<file path="config.mk">
export PLATFORM = sky130hd
export DESIGN_NAME = sbox_fwd_tower
export DESIGN_NICKNAME = d
export VERILOG_FILES = /design/src/rtl/tf_pkg.sv /design/src/rtl/tf_linmap.sv /design/src/rtl/tf_gf16_inv.sv /design/src/rtl/tf_tower_inv.sv /design/src/rtl/sbox_fwd_tower.sv
export SDC_FILE = /design/constraint.sdc
export NUM_CORES = 1
export LEC_CHECK = 0
export ABC_AREA = 1
export ABC_CLOCK_PERIOD_IN_PS = 18000
export BUFFER_PORTS_ARGS = -buffer_cell sky130_fd_sc_hd__buf_4
export CAP_MARGIN = 5
export CORE_ASPECT_RATIO = 0.75
export CORE_UTILIZATION = 36
export DETAILED_ROUTE_END_ITERATION = 8
export PLACE_DENSITY = 0.56
export SLEW_MARGIN = 20
export SYNTH_ARGS = -nofsm -noshare
export SYNTH_HDL_FRONTEND = slang
export SYNTH_HIERARCHICAL = 1
export SYNTH_SLANG_ARGS = --single-unit
export TNS_END_PERCENT = 10
</file>
<file path="constraint.sdc">
create_clock -name vclk -period 18
set_clock_uncertainty 0.2 [all_clocks]
set_input_delay 1.8 -clock vclk [all_inputs]
set_output_delay 1.8 -clock vclk [all_outputs]
set_load 0.005 [all_outputs]
</file>
<file path="src/rtl/tf_pkg.sv">
package tf_pkg;
  localparam int NIB_W  = 4;
  localparam int BYTE_W = 2 * NIB_W;

  typedef logic [NIB_W-1:0]              nib_t;
  typedef logic [BYTE_W-1:0]             byte_t;
  typedef logic [BYTE_W-1:0][BYTE_W-1:0] mat8_t;  // [column] holds the image of basis bit column

  localparam byte_t AFFINE_ADD = 8'h63;

  // GF(2^4) product, reduction polynomial z^4 + z + 1
  function automatic nib_t gf16_mul(nib_t a, nib_t b);
    logic [2*NIB_W-2:0] p;
    p = '0;
    for (int i = 0; i < NIB_W; i++)
      if (b[i]) p ^= (7'(a) << i);
    for (int k = 2*NIB_W-2; k >= NIB_W; k--)
      if (p[k]) p ^= (7'b001_0011 << (k - NIB_W));
    return p[NIB_W-1:0];
  endfunction

  // a^14 = a^-1 for nonzero a; zero stays zero
  function automatic nib_t gf16_inv(nib_t a);
    nib_t a2, a4, a8;
    a2 = gf16_mul(a, a);
    a4 = gf16_mul(a2, a2);
    a8 = gf16_mul(a4, a4);
    return gf16_mul(gf16_mul(a8, a4), a2);
  endfunction

  // Smallest constant for which y^2 + y + c has no root in GF(2^4)
  function automatic nib_t find_lambda();
    nib_t res;
    logic done, has_root;
    res  = '0;
    done = 1'b0;
    for (int c = 1; c < 16; c++) begin
      has_root = 1'b0;
      for (int y = 0; y < 16; y++)
        if ((gf16_mul(nib_t'(y), nib_t'(y)) ^ nib_t'(y) ^ nib_t'(c)) == '0) has_root = 1'b1;
      if (!has_root && !done) begin
        res  = nib_t'(c);
        done = 1'b1;
      end
    end
    return res;
  endfunction

  localparam nib_t LAMBDA = find_lambda();

  // Tower product: element = {hi, lo} meaning hi*y + lo, y^2 = y + LAMBDA
  function automatic byte_t tower_mul(byte_t a, byte_t b);
    nib_t hh, hi, lo;
    hh = gf16_mul(a[7:4], b[7:4]);
    hi = hh ^ gf16_mul(a[7:4], b[3:0]) ^ gf16_mul(a[3:0], b[7:4]);
    lo = gf16_mul(hh, LAMBDA) ^ gf16_mul(a[3:0], b[3:0]);
    return {hi, lo};
  endfunction

  function automatic byte_t mat_apply(mat8_t m, byte_t x);
    byte_t r;
    r = '0;
    for (int c = 0; c < BYTE_W; c++)
      if (x[c]) r ^= m[c];
    return r;
  endfunction

  function automatic byte_t aes_affine_lin(byte_t x);
    byte_t r;
    for (int i = 0; i < BYTE_W; i++)
      r[i] = x[i] ^ x[(i+4)%8] ^ x[(i+5)%8] ^ x[(i+6)%8] ^ x[(i+7)%8];
    return r;
  endfunction

  // Columns are powers of a tower-field root of the AES reduction polynomial
  function automatic mat8_t build_in_map();
    mat8_t m;
    byte_t beta, p2, p3, p4, p8;
    logic  done;
    beta = 8'h02;
    done = 1'b0;
    for (int b = 2; b < 256; b++) begin
      p2 = tower_mul(byte_t'(b), byte_t'(b));
      p3 = tower_mul(p2, byte_t'(b));
      p4 = tower_mul(p2, p2);
      p8 = tower_mul(p4, p4);
      if (!done && ((p8 ^ p4 ^ p3 ^ byte_t'(b) ^ 8'h01) == '0)) begin
        beta = byte_t'(b);
        done = 1'b1;
      end
    end
    m[0] = 8'h01;
    for (int i = 1; i < BYTE_W; i++) m[i] = tower_mul(m[i-1], beta);
    return m;
  endfunction

  // Inverse of the input map, fused with the linear part of the affine step
  function automatic mat8_t build_out_map(mat8_t fwd);
    mat8_t m;
    byte_t pre;
    for (int j = 0; j < BYTE_W; j++) begin
      pre = '0;
      for (int a = 0; a < 256; a++)
        if (mat_apply(fwd, byte_t'(a)) == byte_t'(1 << j)) pre = byte_t'(a);
      m[j] = aes_affine_lin(pre);
    end
    return m;
  endfunction

  localparam mat8_t MAP_IN  = build_in_map();
  localparam mat8_t MAP_OUT = build_out_map(MAP_IN);
endpackage

</file>
<file path="src/rtl/tf_linmap.sv">
module tf_linmap
  import tf_pkg::*;
#(
  parameter mat8_t MAT = '0,
  parameter byte_t ADD = '0
) (
  input  logic [BYTE_W-1:0] vec_in,
  output logic [BYTE_W-1:0] vec_out
);
  for (genvar r = 0; r < BYTE_W; r++) begin : g_row
    logic [BYTE_W-1:0] sel;
    for (genvar c = 0; c < BYTE_W; c++) begin : g_col
      assign sel[c] = MAT[c][r];
    end
    assign vec_out[r] = (^(vec_in & sel)) ^ ADD[r];
  end
endmodule

</file>
<file path="src/rtl/tf_gf16_inv.sv">
module tf_gf16_inv
  import tf_pkg::*;
(
  input  logic [NIB_W-1:0] nib_in,
  output logic [NIB_W-1:0] nib_out
);
  always_comb nib_out = gf16_inv(nib_in);
endmodule

</file>
<file path="src/rtl/tf_tower_inv.sv">
module tf_tower_inv
  import tf_pkg::*;
(
  input  logic [BYTE_W-1:0] elem_in,
  output logic [BYTE_W-1:0] elem_out
);
  nib_t hi, lo, norm, norm_inv;

  always_comb begin
    hi   = elem_in[BYTE_W-1:NIB_W];
    lo   = elem_in[NIB_W-1:0];
    norm = gf16_mul(gf16_mul(hi, hi), LAMBDA) ^ gf16_mul(hi, lo) ^ gf16_mul(lo, lo);
  end

  tf_gf16_inv u_ninv (
    .nib_in (norm),
    .nib_out(norm_inv)
  );

  always_comb elem_out = {gf16_mul(hi, norm_inv), gf16_mul(hi ^ lo, norm_inv)};
endmodule

</file>
<file path="src/rtl/sbox_fwd_tower.sv">
module sbox_fwd_tower
  import tf_pkg::*;
(
  input  logic [7:0] sub_in,
  output logic [7:0] sub_out
);
  logic [BYTE_W-1:0] twr_val;
  logic [BYTE_W-1:0] twr_inv;

  tf_linmap #(.MAT(MAP_IN), .ADD(8'h00)) u_map_in (
    .vec_in (sub_in),
    .vec_out(twr_val)
  );

  tf_tower_inv u_inv (
    .elem_in (twr_val),
    .elem_out(twr_inv)
  );

  tf_linmap #(.MAT(MAP_OUT), .ADD(AFFINE_ADD)) u_map_out (
    .vec_in (twr_inv),
    .vec_out(sub_out)
  );
endmodule

</file>
==> summary.md <==
| Metric | Value |
|---|---|
| Largest net degree at the start of global routing | 15 |
| Core area | 0.005525 sq mm |
| CTS Hold Bufs | 0 |
| Syn nets | 440 |
| WP data arrival | 7.76 ns |
| F_max | 102.4 MHz |
| Final Setup Violations | 0 |
| Post-Syn Instances | 428 |
| Pins Over Slew Limit | 0 |
| Req. time, crit path | 16.00 ns |
| Sequential-to-total area share from yosys stat | 0% |
| All-Layer GR Usage | 15.85% |
| Fin nets | 446 |
| Met1 WL | 2.632 mm |
| Status | complete, no violations |
| Antenna cells | 0 |
| Critical Path Fanout Max | 14 |
| # clk buffers | 0 |
| Cell repeated most along the worst path | nand2_1 |
| Vias | 2239 |
| Mux share of post-synthesis cell area | 0% |
| DR WL met2 | 1.864 mm |
| GPL Wtd Cong | 0.7776 |
| Unrepaired setup endpoints after global routing | no |
| CP endpoint | sub_out[5] |
| Mapped Area | 0.002125 sq mm |
| Routed len/inst | 8.943 microns |
| Largest family of logic cells by synthesized area | simple AND/OR/NAND/NOR gates |
| Crit. End Element | output pin |
| Worst Setup SP | sub_in[5] |
| Period utilization | 54.24% |
| Distinct cell type count after synthesis | 25 |
| Routed wire length | 4.534 mm |
| Final Non-Filler Cells | 507 |
| Met3 WL post-DR | 37 microns |
| # port buffers | 16 |
| Worst path max stage delay | 0.58 ns |
| Sequential cell area | 0 sq um |
| TNS Setup | 0 ns |
| Vias in the first global route | 1972 |
| Number of core rows | 23 |
| Synth Area in Compound Gates | 1.943% |
| Worst hold-check path type | in -> out |
| Post-Synth Simple-Gate Area | 60.60% |
| DP Cell Count | 507 |
| CP Class | in -> out |
| Die Ht | 68.53 microns |
| DR pass1 iterations | 4 |
| Worst rel slew slack | 42.67% |
| Die X | 90.71 microns |
| Area growth syn-to-layout | 6.655% |
| Hpwl dp | 3.827 mm |
| Iter 0 DRT Violations | 83 |
| Filler cell count | 626 |
| DR top layer | met3 |
| Max_cap viols | 0 |
| Gr ovfl total | 0 |
| Synth Area in Adders | 2.356% |
| DR vias/cell | 4.416 |
| Mean Syn Cell Area | 4.964 sq um |
| DRC | 0 |
| Ys Warns | 6 |
| Crit path max-delay cell type | xor2_2 |
| First-pass GRT wire length | 8.507 mm |
| Post CTS Setup Buffer Count | 0 |
| Share of cells above drive strength 1 | 12.96% |
| Most frequent cells in the layout | nand2_1 (209), inv_1 (57), nand3_1 (41) |
| Synth Area in XOR/XNOR | 19.67% |
| Final Hold Fails | 0 |
| Post-route ant nets | 0 |
| Top Ports | 16 |
| Sequential cells | 0 |
| Die ar. | 0.006216 sq mm |
| Most common cell after layout, fill and taps aside | nand2_1 |
| Initial antenna violation count | 0 |
| Minimum clock period | 9.763 ns |
| Initial Util | 38.45% |
| Worst slew pin tran | 0.8570 ns |
| CP Launch Type | primary input |
| Post_cts resized | 0 |
==> worst min path at each step <==
stage                 end  startpoint  slack, ns  depth (start not counted)
2_1_floorplan  sub_out[6]   sub_in[6]       3.93                          5
3_3_place_gp   sub_out[6]   sub_in[6]       4.27                          6
3_5_place_dp   sub_out[6]   sub_in[6]       4.28                          6
4_1_cts        sub_out[6]   sub_in[6]       4.28                          6
5_1_grt        sub_out[6]   sub_in[6]       4.36                          6
6_report       sub_out[6]   sub_in[6]       4.25                          6
==> cell type report <==
class / instances / area (sq um) / share of cell area, %
Multi-Input combinational cell: 351 / 1804 / 79.62
Inverter: 64 / 240.2 / 10.60
Timing Repair Buffer: 17 / 127.6 / 5.632
Tap cell: 75 / 93.84 / 4.141
==> routing by layer <==
layer / vias to the layer above / track usage [%]
li1: 1293 / -
met2: 10 / 27.84
met1: 936 / 23.18
met5: - / 0
met3: 0 / 0.1096
met4: 0 / 0.4032
==> cell families (layout without fill, tap and decap cells) <==
logic type | Yosys count | in the layout
compound gates | 5 | 5
xor+xnor | 46 | 46
fa+ha+maj | 4 | 4
buf+inv | 77 | 81
simple gates | 296 | 296
==> critical path, delay by kind of cell <==
kind | cells | cell delay [ns]
xor+xnor | 8 | 2.47
simple gates | 21 | 2.12
buf+inv | 8 | 0.75
fa+ha+maj | 2 | 0.62
==> cells in the mapped netlist <==
master | count | share of area (%)
nand2_1 | 209 | 37
inv_1 | 57 | 10
nand3_1 | 41 | 9.7
xnor2_1 | 24 | 9.9
xor2_1 | 20 | 8.2
nand2_2 | 16 | 4.7
nor2_1 | 11 | 1.9
inv_2 | 7 | 1.2
buf_2 | 6 | 1.4
nand4_1 | 5 | 1.5
buf_4 | 4 | 1.4
ha_1 | 4 | 2.4
nand3b_1 | 4 | 1.4
nor2_2 | 3 | 0.88
nor2_4 | 3 | 1.6
buf_6 | 2 | 1.1
nand2_4 | 2 | 1.1
nand3_2 | 2 | 0.94
o21ai_2 | 2 | 0.82
a21o_1 | 1 | 0.35
a21oi_2 | 1 | 0.41
clkbuf_2 | 1 | 0.24
o21bai_1 | 1 | 0.35
xnor2_2 | 1 | 0.77
xor2_2 | 1 | 0.77
==> metrics by stage <==
step	setup slack (ns)	instance area, sq um	hold slack [ns]	utilization [%]
2_1_floorplan	9.744	2125	3.926	-
3_3_place_gp	7.891	2258	4.271	40.87
3_5_place_dp	7.827	2258	4.278	40.87
4_1_cts	7.835	2258	4.277	40.87
5_1_grt	7.418	2266	4.355	41.01
6_report	8.237	2266	4.250	41.01
Power is left out: the tool's default activity adds up to more than one toggle a clock period on the data nets, which glitch-free logic cannot reach.
